### src/rtl/rxf_pkg.sv
package rxf_pkg;
    localparam int ADDR_BYTES    = 6;
    localparam int STA_W         = 8 * ADDR_BYTES;
    localparam int CRC_W         = 32;
    localparam logic [CRC_W-1:0] CRC_POLY = 32'hEDB88320;
    localparam int TBL_WORD_W    = 16;
    localparam int STA_WORDS     = STA_W / TBL_WORD_W;
    localparam int REG_CFG       = 0;
    localparam int REG_STA_BASE  = 1;
    localparam int REG_HASH_BASE = REG_STA_BASE + STA_WORDS;

    typedef enum logic [2:0] {
        RSN_NOMATCH  = 3'd0,
        RSN_LOCAL    = 3'd1,
        RSN_BCAST    = 3'd2,
        RSN_HASH     = 3'd3,
        RSN_PROMISC  = 3'd4,
        RSN_DISABLED = 3'd5
    } rxf_reason_e;

    typedef struct packed {
        logic hash_en;
        logic promisc;
        logic rx_en;
    } rxf_cfg_t;
endpackage

### src/rtl/rxf_cfg_regs.sv
module rxf_cfg_regs
    import rxf_pkg::*;
#(
    parameter int HASH_IDX_W = 6,
    parameter int REG_DW     = 32,
    parameter int REG_AW     = 3
) (
    input  logic                        clk,
    input  logic                        rst_n,
    input  logic                        wr_en,
    input  logic [REG_AW-1:0]           wr_addr,
    input  logic [REG_DW-1:0]           wr_data,
    output rxf_cfg_t                    cfg_o,
    output logic [STA_W-1:0]            sta_o,
    output logic [(1<<HASH_IDX_W)-1:0]  tbl_o
);
    localparam int TBL_BITS   = 1 << HASH_IDX_W;
    localparam int HASH_WORDS = TBL_BITS / TBL_WORD_W;

    typedef struct packed {
        rxf_cfg_t               cfg;
        logic [STA_W-1:0]       sta;
        logic [TBL_BITS-1:0]    tbl;
    } regs_t;

    regs_t regs_d, regs_q;

    logic unused_hi;
    assign unused_hi = ^wr_data[REG_DW-1:TBL_WORD_W];

    always_comb begin
        regs_d = regs_q;
        if (wr_en) begin
            if (wr_addr == REG_AW'(REG_CFG)) begin
                regs_d.cfg = rxf_cfg_t'(wr_data[2:0]);
            end
            for (int k = 0; k < STA_WORDS; k++) begin
                if (wr_addr == REG_AW'(REG_STA_BASE + k)) begin
                    regs_d.sta[STA_W-1-TBL_WORD_W*k -: TBL_WORD_W] = wr_data[TBL_WORD_W-1:0];
                end
            end
            for (int g = 0; g < HASH_WORDS; g++) begin
                if (wr_addr == REG_AW'(REG_HASH_BASE + HASH_WORDS - 1 - g)) begin
                    regs_d.tbl[TBL_WORD_W*g +: TBL_WORD_W] = wr_data[TBL_WORD_W-1:0];
                end
            end
        end
    end

    always_ff @(posedge clk) begin
        if (!rst_n) begin
            regs_q <= '0;
        end else begin
            regs_q <= regs_d;
        end
    end

    assign cfg_o = regs_q.cfg;
    assign sta_o = regs_q.sta;
    assign tbl_o = regs_q.tbl;
endmodule

### src/rtl/rxf_crc8.sv
module rxf_crc8
    import rxf_pkg::*;
(
    input  logic [CRC_W-1:0] crc_i,
    input  logic [7:0]       data_i,
    output logic [CRC_W-1:0] crc_o
);
    always_comb begin
        crc_o = crc_i;
        for (int b = 0; b < 8; b++) begin
            if (crc_o[0] ^ data_i[b]) begin
                crc_o = (crc_o >> 1) ^ CRC_POLY;
            end else begin
                crc_o = crc_o >> 1;
            end
        end
    end
endmodule

### src/rtl/rxf_frame.sv
module rxf_frame
    import rxf_pkg::*;
#(
    parameter int HASH_IDX_W = 6
) (
    input  logic                        clk,
    input  logic                        rst_n,
    input  logic                        sof_i,
    input  logic                        valid_i,
    input  logic [7:0]                  byte_i,
    input  rxf_cfg_t                    cfg_i,
    input  logic [STA_W-1:0]            sta_i,
    input  logic [(1<<HASH_IDX_W)-1:0]  tbl_i,
    output logic                        vld_o,
    output logic                        acc_o,
    output rxf_reason_e                 rsn_o
);
    localparam int TBL_BITS = 1 << HASH_IDX_W;
    localparam int CNT_W    = $clog2(ADDR_BYTES + 1);

    typedef struct packed {
        logic                   active;
        logic [CNT_W-1:0]       cnt;
        rxf_cfg_t               cfg;
        logic [STA_W-1:0]       sta;
        logic [TBL_BITS-1:0]    tbl;
        logic [CRC_W-1:0]       crc;
        logic                   loc_ok;
        logic                   bc_ok;
        logic                   vld;
        logic                   acc;
        rxf_reason_e            rsn;
    } frame_t;

    frame_t st_d, st_q;

    logic                   take;
    logic                   last;
    logic [CNT_W-1:0]       idx;
    rxf_cfg_t               cfg_use;
    logic [STA_W-1:0]       sta_use;
    logic [TBL_BITS-1:0]    tbl_use;
    logic [CRC_W-1:0]       crc_base;
    logic [CRC_W-1:0]       crc_nx;
    logic                   loc_base;
    logic                   bc_base;
    logic [7:0]             sta_bytes [ADDR_BYTES];
    logic [7:0]             sta_byte;
    logic [HASH_IDX_W-1:0]  hidx;
    logic                   hit;

    assign take     = valid_i && (sof_i || st_q.active);
    assign idx      = sof_i ? '0 : st_q.cnt;
    assign last     = (idx == CNT_W'(ADDR_BYTES - 1));
    assign cfg_use  = sof_i ? cfg_i : st_q.cfg;
    assign sta_use  = sof_i ? sta_i : st_q.sta;
    assign tbl_use  = sof_i ? tbl_i : st_q.tbl;
    assign crc_base = sof_i ? '1 : st_q.crc;
    assign loc_base = sof_i ? 1'b1 : st_q.loc_ok;
    assign bc_base  = sof_i ? 1'b1 : st_q.bc_ok;

    for (genvar b = 0; b < ADDR_BYTES; b++) begin : g_sta_byte
        assign sta_bytes[b] = sta_use[STA_W-1-8*b -: 8];
    end

    assign sta_byte = sta_bytes[idx];

    rxf_crc8 u_crc (
        .crc_i  (crc_base),
        .data_i (byte_i),
        .crc_o  (crc_nx)
    );

    assign hidx = crc_nx[CRC_W-1 -: HASH_IDX_W];
    assign hit  = tbl_use[hidx];

    always_comb begin
        st_d     = st_q;
        st_d.vld = 1'b0;
        if (take) begin
            st_d.cfg    = cfg_use;
            st_d.sta    = sta_use;
            st_d.tbl    = tbl_use;
            st_d.crc    = crc_nx;
            st_d.loc_ok = loc_base && (byte_i == sta_byte);
            st_d.bc_ok  = bc_base && (byte_i == 8'hFF);
            st_d.cnt    = idx + CNT_W'(1);
            st_d.active = !last;
            if (last) begin
                st_d.vld = 1'b1;
                if (!cfg_use.rx_en) begin
                    st_d.acc = 1'b0;
                    st_d.rsn = RSN_DISABLED;
                end else if (cfg_use.promisc) begin
                    st_d.acc = 1'b1;
                    st_d.rsn = RSN_PROMISC;
                end else if (st_d.loc_ok) begin
                    st_d.acc = 1'b1;
                    st_d.rsn = RSN_LOCAL;
                end else if (st_d.bc_ok) begin
                    st_d.acc = 1'b1;
                    st_d.rsn = RSN_BCAST;
                end else if (cfg_use.hash_en && hit) begin
                    st_d.acc = 1'b1;
                    st_d.rsn = RSN_HASH;
                end else begin
                    st_d.acc = 1'b0;
                    st_d.rsn = RSN_NOMATCH;
                end
            end
        end
    end

    always_ff @(posedge clk) begin
        if (!rst_n) begin
            st_q <= '0;
        end else begin
            st_q <= st_d;
        end
    end

    assign vld_o = st_q.vld;
    assign acc_o = st_q.acc;
    assign rsn_o = st_q.rsn;
endmodule

### src/rtl/rx_dest_filter.sv
module rx_dest_filter
    import rxf_pkg::*;
#(
    parameter  int HASH_IDX_W = 6,
    parameter  int REG_DW     = 32,
    localparam int HASH_WORDS = (1 << HASH_IDX_W) / TBL_WORD_W,
    localparam int REG_AW     = $clog2(REG_HASH_BASE + HASH_WORDS)
) (
    input  logic              clk,
    input  logic              rst_n,
    input  logic              cfg_wr_en,
    input  logic [REG_AW-1:0] cfg_wr_addr,
    input  logic [REG_DW-1:0] cfg_wr_data,
    input  logic              rx_sof,
    input  logic              rx_valid,
    input  logic [7:0]        rx_byte,
    output logic              flt_valid,
    output logic              flt_accept,
    output logic [2:0]        flt_reason
);
    rxf_cfg_t                   cfg_w;
    logic [STA_W-1:0]           sta_w;
    logic [(1<<HASH_IDX_W)-1:0] tbl_w;
    rxf_reason_e                rsn_w;

    rxf_cfg_regs #(
        .HASH_IDX_W (HASH_IDX_W),
        .REG_DW     (REG_DW),
        .REG_AW     (REG_AW)
    ) u_regs (
        .clk     (clk),
        .rst_n   (rst_n),
        .wr_en   (cfg_wr_en),
        .wr_addr (cfg_wr_addr),
        .wr_data (cfg_wr_data),
        .cfg_o   (cfg_w),
        .sta_o   (sta_w),
        .tbl_o   (tbl_w)
    );

    rxf_frame #(
        .HASH_IDX_W (HASH_IDX_W)
    ) u_frame (
        .clk     (clk),
        .rst_n   (rst_n),
        .sof_i   (rx_sof),
        .valid_i (rx_valid),
        .byte_i  (rx_byte),
        .cfg_i   (cfg_w),
        .sta_i   (sta_w),
        .tbl_i   (tbl_w),
        .vld_o   (flt_valid),
        .acc_o   (flt_accept),
        .rsn_o   (rsn_w)
    );

    assign flt_reason = rsn_w;
endmodule

### config.mk
export PLATFORM = sky130hd
export DESIGN_NAME = rx_dest_filter
export DESIGN_NICKNAME = d
export VERILOG_FILES = /design/src/rtl/rxf_pkg.sv /design/src/rtl/rxf_cfg_regs.sv /design/src/rtl/rxf_crc8.sv /design/src/rtl/rxf_frame.sv /design/src/rtl/rx_dest_filter.sv
export SDC_FILE = /design/constraint.sdc
export NUM_CORES = 1
export LEC_CHECK = 0
export BUFFER_PORTS_ARGS = -buffer_cell sky130_fd_sc_hd__buf_2
export CELL_PAD_IN_SITES_DETAIL_PLACEMENT = 1
export CELL_PAD_IN_SITES_GLOBAL_PLACEMENT = 1
export CORE_ASPECT_RATIO = 1.1
export CORE_MARGIN = 3
export CORE_UTILIZATION = 35
export DETAILED_ROUTE_END_ITERATION = 10
export HOLD_SLACK_MARGIN = 0.05
export PLACE_DENSITY = 0.68
export SYNTH_ARGS = -nofsm -noshare
export SYNTH_HDL_FRONTEND = slang
export SYNTH_HIERARCHICAL = 1
export SYNTH_SLANG_ARGS = --single-unit
export TNS_END_PERCENT = 1
### constraint.sdc
create_clock -name clk -period 12.7 [get_ports clk]
set_input_delay 1.905 -clock clk [delete_from_list [all_inputs] [get_ports clk]]
set_output_delay 1.905 -clock clk [all_outputs]
set_load 0.02 [all_outputs]
# Word-level counts from Yosys, hierarchy flattened
# Cells that the tools add are included.
[word_totals]
register_bits = 273
word_cells = 96
[op_classes]
mux = 26
n_addsub = 1
n_lt_le_gt_ge = 2
bitwise_logic = 17
reduce_logical = 17
n_eq_ne = 10
[ops]
columns = ["operator", "n"]
rows = [
  ["$mux 32", 9],
  ["$not 13->14", 8],
  ["$mux 64", 1],
  ["$mux 48", 1],
  ["$bmux 8 s3", 1],
  ["$mux 4", 5],
  ["$reduce_and 2->1", 10],
  ["$mux 8", 2],
  ["$eq 3x3->1 const B", 5],
  ["$eq 8x8->1", 1],
  ["$eq 8x8->1 const B", 1],
  ["$xor 1x1->1", 8],
  ["$lt 6x7->1 const B", 1],
  ["$bmux 1 s6", 1],
  ["$eq 3x2->1 const B", 2],
  ["$mux 3", 2],
  ["$mux 5", 1],
  ["$ge 4x4->1 const B", 1],
  ["$logic_and 1x1->1", 4],
  ["$not 3->4", 1],
  ["$add 3x1->3 const B", 1],
  ["$eq 3x1->1 const B", 1],
  ["$logic_not 3->1", 1],
  ["$mux 1", 3],
  ["2 further kinds", 2],
]

# Depth between registers and ports, before layout
[depth]
ltp_word = 26
depth_mapped = 19
mapped_depth_nobuf = 11

# By module
# The synthesis kept the hierarchy.
[by_module_without_submodules]
columns = ["mod", "seq_area_each_um2", "cells_per_inst", "instances", "area_each_um2"]
rows = [
  ["rxf_frame", 3163.0, 930, 1, 7968.9],
  ["rxf_cfg_regs", 2302.2, 397, 1, 4195.3],
  ["rxf_crc8", 0.0, 66, 1, 983.4],
]

# Least setup slack after synthesis
# Ideal clock, no wire load.
[synth_path]
kind = "input port to flip-flop"
startpoint = "in rx_sof"
endpoint = "reg u_frame.st_q (netlist bit u_frame/rsn_o[1])"
path_slack_ns = 6.647
arrival_ns = 5.932
cell_stages = 19
required_time_ns = 12.579
setup_ns = 0.121
path_cell_list = "buf_2 buf_4 buf_4 buf_2 buf_2 clkbuf_1 or2_2 xnor2_4 xnor3_1 xnor3_1 buf_2 buf_4 mux4_2 mux2i_1 nor2_1 nor3_1 a221oi_1 a311oi_1 o31ai_1"
[synth_between]
elab_cells_between_ends = 49
classes_between = "2 x eq/ne; 25 x mux; 16 x bitwise; 6 x reduce/logical"
[synth_rtl]
columns = ["item", "line_no", "source"]
rows = [
  ["start: declaration", "rx_dest_filter.sv:14", "input logic rx_sof,"],
  ["$mux 32", "rxf_frame.sv:58", "assign crc_base = sof_i ? '1 : st_q.crc;"],
  ["named net u_frame.crc_base[1]", "rxf_frame.sv:43", "logic [CRC_W-1:0] crc_base;"],
  ["$mux 32", "rxf_crc8.sv:11", "if (crc_o[0] ^ data_i[b]) begin"],
  ["$xor 1x1->1", "rxf_crc8.sv:11", ""],
  ["$mux 32 (6 in series)", "rxf_crc8.sv:11", ""],
  ["$xor 1x1->1", "rxf_crc8.sv:11", ""],
  ["$mux 32", "rxf_crc8.sv:11", ""],
  ["named net u_frame.crc_nx[26]", "rxf_frame.sv:44", "logic [CRC_W-1:0] crc_nx;"],
  ["$bmux 1 s6", "rxf_frame.sv:75", "assign hit = tbl_use[hidx];"],
  ["$mux 1 (not written as such)", "rxf_frame.sv:75", ""],
  ["$logic_and 1x1->1", "rxf_frame.sv:103", "end else if (cfg_use.hash_en && hit) begin"],
  ["$mux 4", "rxf_frame.sv:103", ""],
  ["$mux 4", "rxf_frame.sv:100", "end else if (st_d.bc_ok) begin"],
  ["$mux 4", "rxf_frame.sv:97", "end else if (st_d.loc_ok) begin"],
  ["$mux 4", "rxf_frame.sv:94", "end else if (cfg_use.promisc) begin"],
  ["$mux 4", "rxf_frame.sv:91", "if (!cfg_use.rx_en) begin"],
  ["end signal: assignment", "rxf_frame.sv:118", "st_q <= st_d;"],
  ["end: declaration", "rxf_frame.sv:35", "frame_t st_d, st_q;"],
]
# The timed path passes the listed nets, and every way through them passes these cells. The select of a mux whose other input is x is not followed.
# A chain may end at the register's enable or synchronous reset.

# Worst setup path after layout
[layout_path]
startpoint = "in rx_sof"
endpoint = "reg u_frame.st_q (netlist bit u_frame/rsn_o[1])"
[layout_between]
elab_cells_between_ends = 49
classes_between = "2 x eq/ne; 25 x mux; 16 x bitwise; 6 x reduce/logical"
[layout_rtl]
columns = ["item", "line_no"]
rows = [
  ["$mux 32 *", "rxf_frame.sv:58"],
  ["named net u_frame.crc_base[6]", "rxf_frame.sv:43"],
  ["$not 13->14 (no line)", "--"],
  ["$mux 32 * (6 in series)", "rxf_crc8.sv:11"],
  ["$xor 1x1->1 *", "rxf_crc8.sv:11"],
  ["$mux 32 *", "rxf_crc8.sv:11"],
  ["$not 13->14 (no line)", "--"],
  ["$mux 32 *", "rxf_crc8.sv:11"],
  ["named net u_frame.crc_nx[26]", "rxf_frame.sv:44"],
  ["$bmux 1 s6 *", "rxf_frame.sv:75"],
  ["$mux 1 (not written as such) *", "rxf_frame.sv:75"],
  ["$logic_and 1x1->1 *", "rxf_frame.sv:103"],
  ["$mux 4 *", "rxf_frame.sv:103"],
  ["$mux 4 *", "rxf_frame.sv:100"],
  ["$mux 4 *", "rxf_frame.sv:97"],
  ["$mux 4 *", "rxf_frame.sv:94"],
  ["$mux 4 *", "rxf_frame.sv:91"],
]
# Mark *: on every way through the listed nets, which the timed path passes. The rest lies on a longest branch. The select of a mux whose other input is x is not followed.

==> flow_metrics.tcl <==
set metrics [dict create \
    die_area_sq_um 39900 \
    cts_buffers 31 \
    ant_nets 0 \
    drive_gt1_share_pct 13.4 \
    synthArstFlopShare_pct 0 \
    overflow 0 \
    vias_per_cell 5.09 \
    path_max_fanout 53 \
    synth.area.top_cells "dfxtp_1, nand2_1, mux2i_1, a21boi_0, mux4_2" \
    placed_area_sq_um 13600 \
    synth_top_family_by_area "simple AND/OR/NAND/NOR gates" \
    p_int_mw 1.74 \
    netlist_area_sq_um 13100 \
    port_buffers 36 \
    worstPathRequired_ps 13130 \
    clock_path_buffers 3 \
    syn_inst 1393 \
    dieHeight_microns 209 \
    status "finished clean" \
    cts_sinks 273 \
    arrival_ps 6230 \
    avgSynthCellArea_sq_um 9.44 \
    grt_antenna_before_repair 0 \
    ys.flop_type "dfxtp_1" \
    final.min_clock_period_ps 5800 \
    synth_compound_area_share_pct 11.9 \
    start_util_pct 35.9 \
    n_fill_cell 4184 \
    grtUsageTotal_pct 17.6 \
    p_switching_mw 0.742 \
    yosysTopAreaCellShare_pct 41.6 \
    cts_hold_buf 0 \
    pre_cts_ws_ps 6320 \
    sw_frac_of_total_pct 29.9 \
    grt_start_max_net_pins 120 \
    yosys.area_share.simple_pct 17.3 \
    fin_area_sq_um 14600 \
    crit_path_end_kind "flip-flop" \
    final_cell_mix "nand2_1, dfxtp_1, mux2i_1" \
    first_pass_iters 4 \
    hpwl_microns 21700 \
    post_cts_resized 0 \
    hp-class "flip-flop to flip-flop" \
    clkLatencyLatePin_ps 560 \
    synthToLayoutAreaGrowth_pct 11.4 \
    htreeDepth 1 \
    cts_tree "yes" \
    grt_pass1_vias 10000 \
    stdcell_count 1884 \
    dieWidth_microns 191 \
    leakage_nw 5.81 \
    drt-total-wl_microns 35000 \
    power_density_nw_per_um2 169 \
    vdd_drop_max_mv 0.141 \
    coreArea_sq_um 36600 \
    hold_ws_ps 458 \
    numPlacedInstances 1829 \
    drc 0 \
    synth_edf_count 0 \
    ios 53 \
    slew-limit-headroom_pct 33.5 \
    ys_types 66 \
    path_clk_slew_ps 60 \
    drtIter0Drc 434 \
    synth_seq_area_share_pct 41.6 \
    hold_viol_final 0 \
    maxCapViolCount 0 \
    wl_per_cell_microns 18.6 \
    setup_slack_ps 6900 \
    power.share.clock_pct 37.4 \
    setup_tns_ps 0 \
    crit_path_start_kind "primary input" \
    final_min_period_over_clock_period_pct 45.7 \
    synth_xor_area_share_pct 7.95 \
    vias 9586 \
    grt_setup_unrepaired "false" \
    clock_skew_ps 9.49 \
    worst_slew_pin_slew_ps 997 \
    synth_area_leader_cell "dfxtp_1" \
    finalSetupViolCount 0 \
    rows 73 \
    mostFrequentLayoutCell "nand2_1" \
    syn_nets 1443 \
    place_congestion 0.740 \
    power_frac_seq_pct 36.6 \
    yosysWarnings 6 \
    nets 1425 \
    crit_type "primary input to flip-flop" \
    post_cts_buffers 0 \
    fmax_mhz 172 \
    diodes 0 \
    yosys.area_share.adder_pct 0.190 \
    muxShareOfSynthArea_pct 17.0 \
    clock-root-buffer "clkbuf_16" \
    ys_ff_latch 273 \
    grt_pass1_wl_microns 56300 \
    final_max_slew_viol_count 0 \
    combPwrFrac_pct 26.0 \
]
## per-stage QoR
step,power [mW],util (%)
2_1_floorplan,1.41,-
3_3_place_gp,1.57,37.1
3_5_place_dp,1.58,37.1
4_1_cts,2.51,40.0
5_1_grt,2.60,40.0
6_report,2.48,40.0
## critical path, cell delays in order
cell	delay [ps]
buf_4	270
or2_2	390
xnor2_2	460
xnor2_2	270
xnor3_1	440
buf_4	430
mux4_2	580
mux2i_1	280
nor2_1	80
nor3_1	230
a221oi_1	150
a311oi_1	570
o31ai_1	110
## metal layers
layer	wire, microns	track usage (%)	part of all wire [%]	up-vias
met3	1380	2.09	3.9	44
met4	641	3.95	1.8	0
met1	16400	24.2	47	4752
met2	16600	29.7	47	119
met5	0	0	0	-
li1	-	-	-	4671
## synthesized netlist by cell type (all sizes together) (4+ instances only)
cell type	n
a211oi	4
a21boi	148
a21oi	7
a221oi	4
a22oi	4
a31oi	6
buf	49
clkbuf	55
dfxtp	273
inv	6
mux2	7
mux2i	150
mux4	29
nand2	448
nand3	8
nand4	4
nor2	16
nor2b	8
nor3	4
o211a	4
o21ai	8
or2	32
xnor2	42
xnor3	18
xor2	13
## power by group through the flow
stage / registers [mW] / logic (mW) / clock network [mW]
global route: 0.911 / 0.705 / 0.986
global placement: 0.924 / 0.643 / 0
finish: 0.908 / 0.645 / 0.926
floorplan: 0.919 / 0.493 / 0
detailed placement: 0.926 / 0.651 / 0
CTS: 0.908 / 0.655 / 0.950
## logic make-up (layout without fill, tap and decap cells)
group                    after synthesis  count (layout)
AO/OA/AOI/OAI                        207             207
XOR/XNOR                              73              73
adder cells (fa/ha/maj)                2               2
buffers and inverters                110             114
flip-flops                           273             273
multiplexers                         186             186
AND/OR/NAND/NOR                      542             542
## sequential cells by signal, indices dropped and copies added, names as in the netlist
name,cells
u_frame/acc_o,1
u_frame/rsn_o,3
u_frame/st_q,153
u_frame/vld_o,1
u_regs/cfg_o,3
u_regs/sta_o,48
u_regs/tbl_o,64
## final timing paths
kind                     from               end  slack, ps  cells after the start
max                    rx_sof  u_frame/rsn_o[1]       6900                     13
min          u_frame/st_q[35]  u_frame/st_q[35]        460                      2
max reg2reg  u_frame/st_q[13]  u_frame/rsn_o[1]       8320                     12
min reg2reg  u_frame/st_q[35]  u_frame/st_q[35]        460                      2
## layout make-up
cell class                 count  area, sq um  area share (%)
inverter                       6         22.5           0.154
multi-input combinational   1010         7180            49.0
tap                          487          609            4.16
timing repair buffer          53          319            2.18
clock inverter                 8          155            1.06
sequential                   273         5470            37.3
clock buffer                  47          896            6.12
Power figures use the tool's default switching activity.
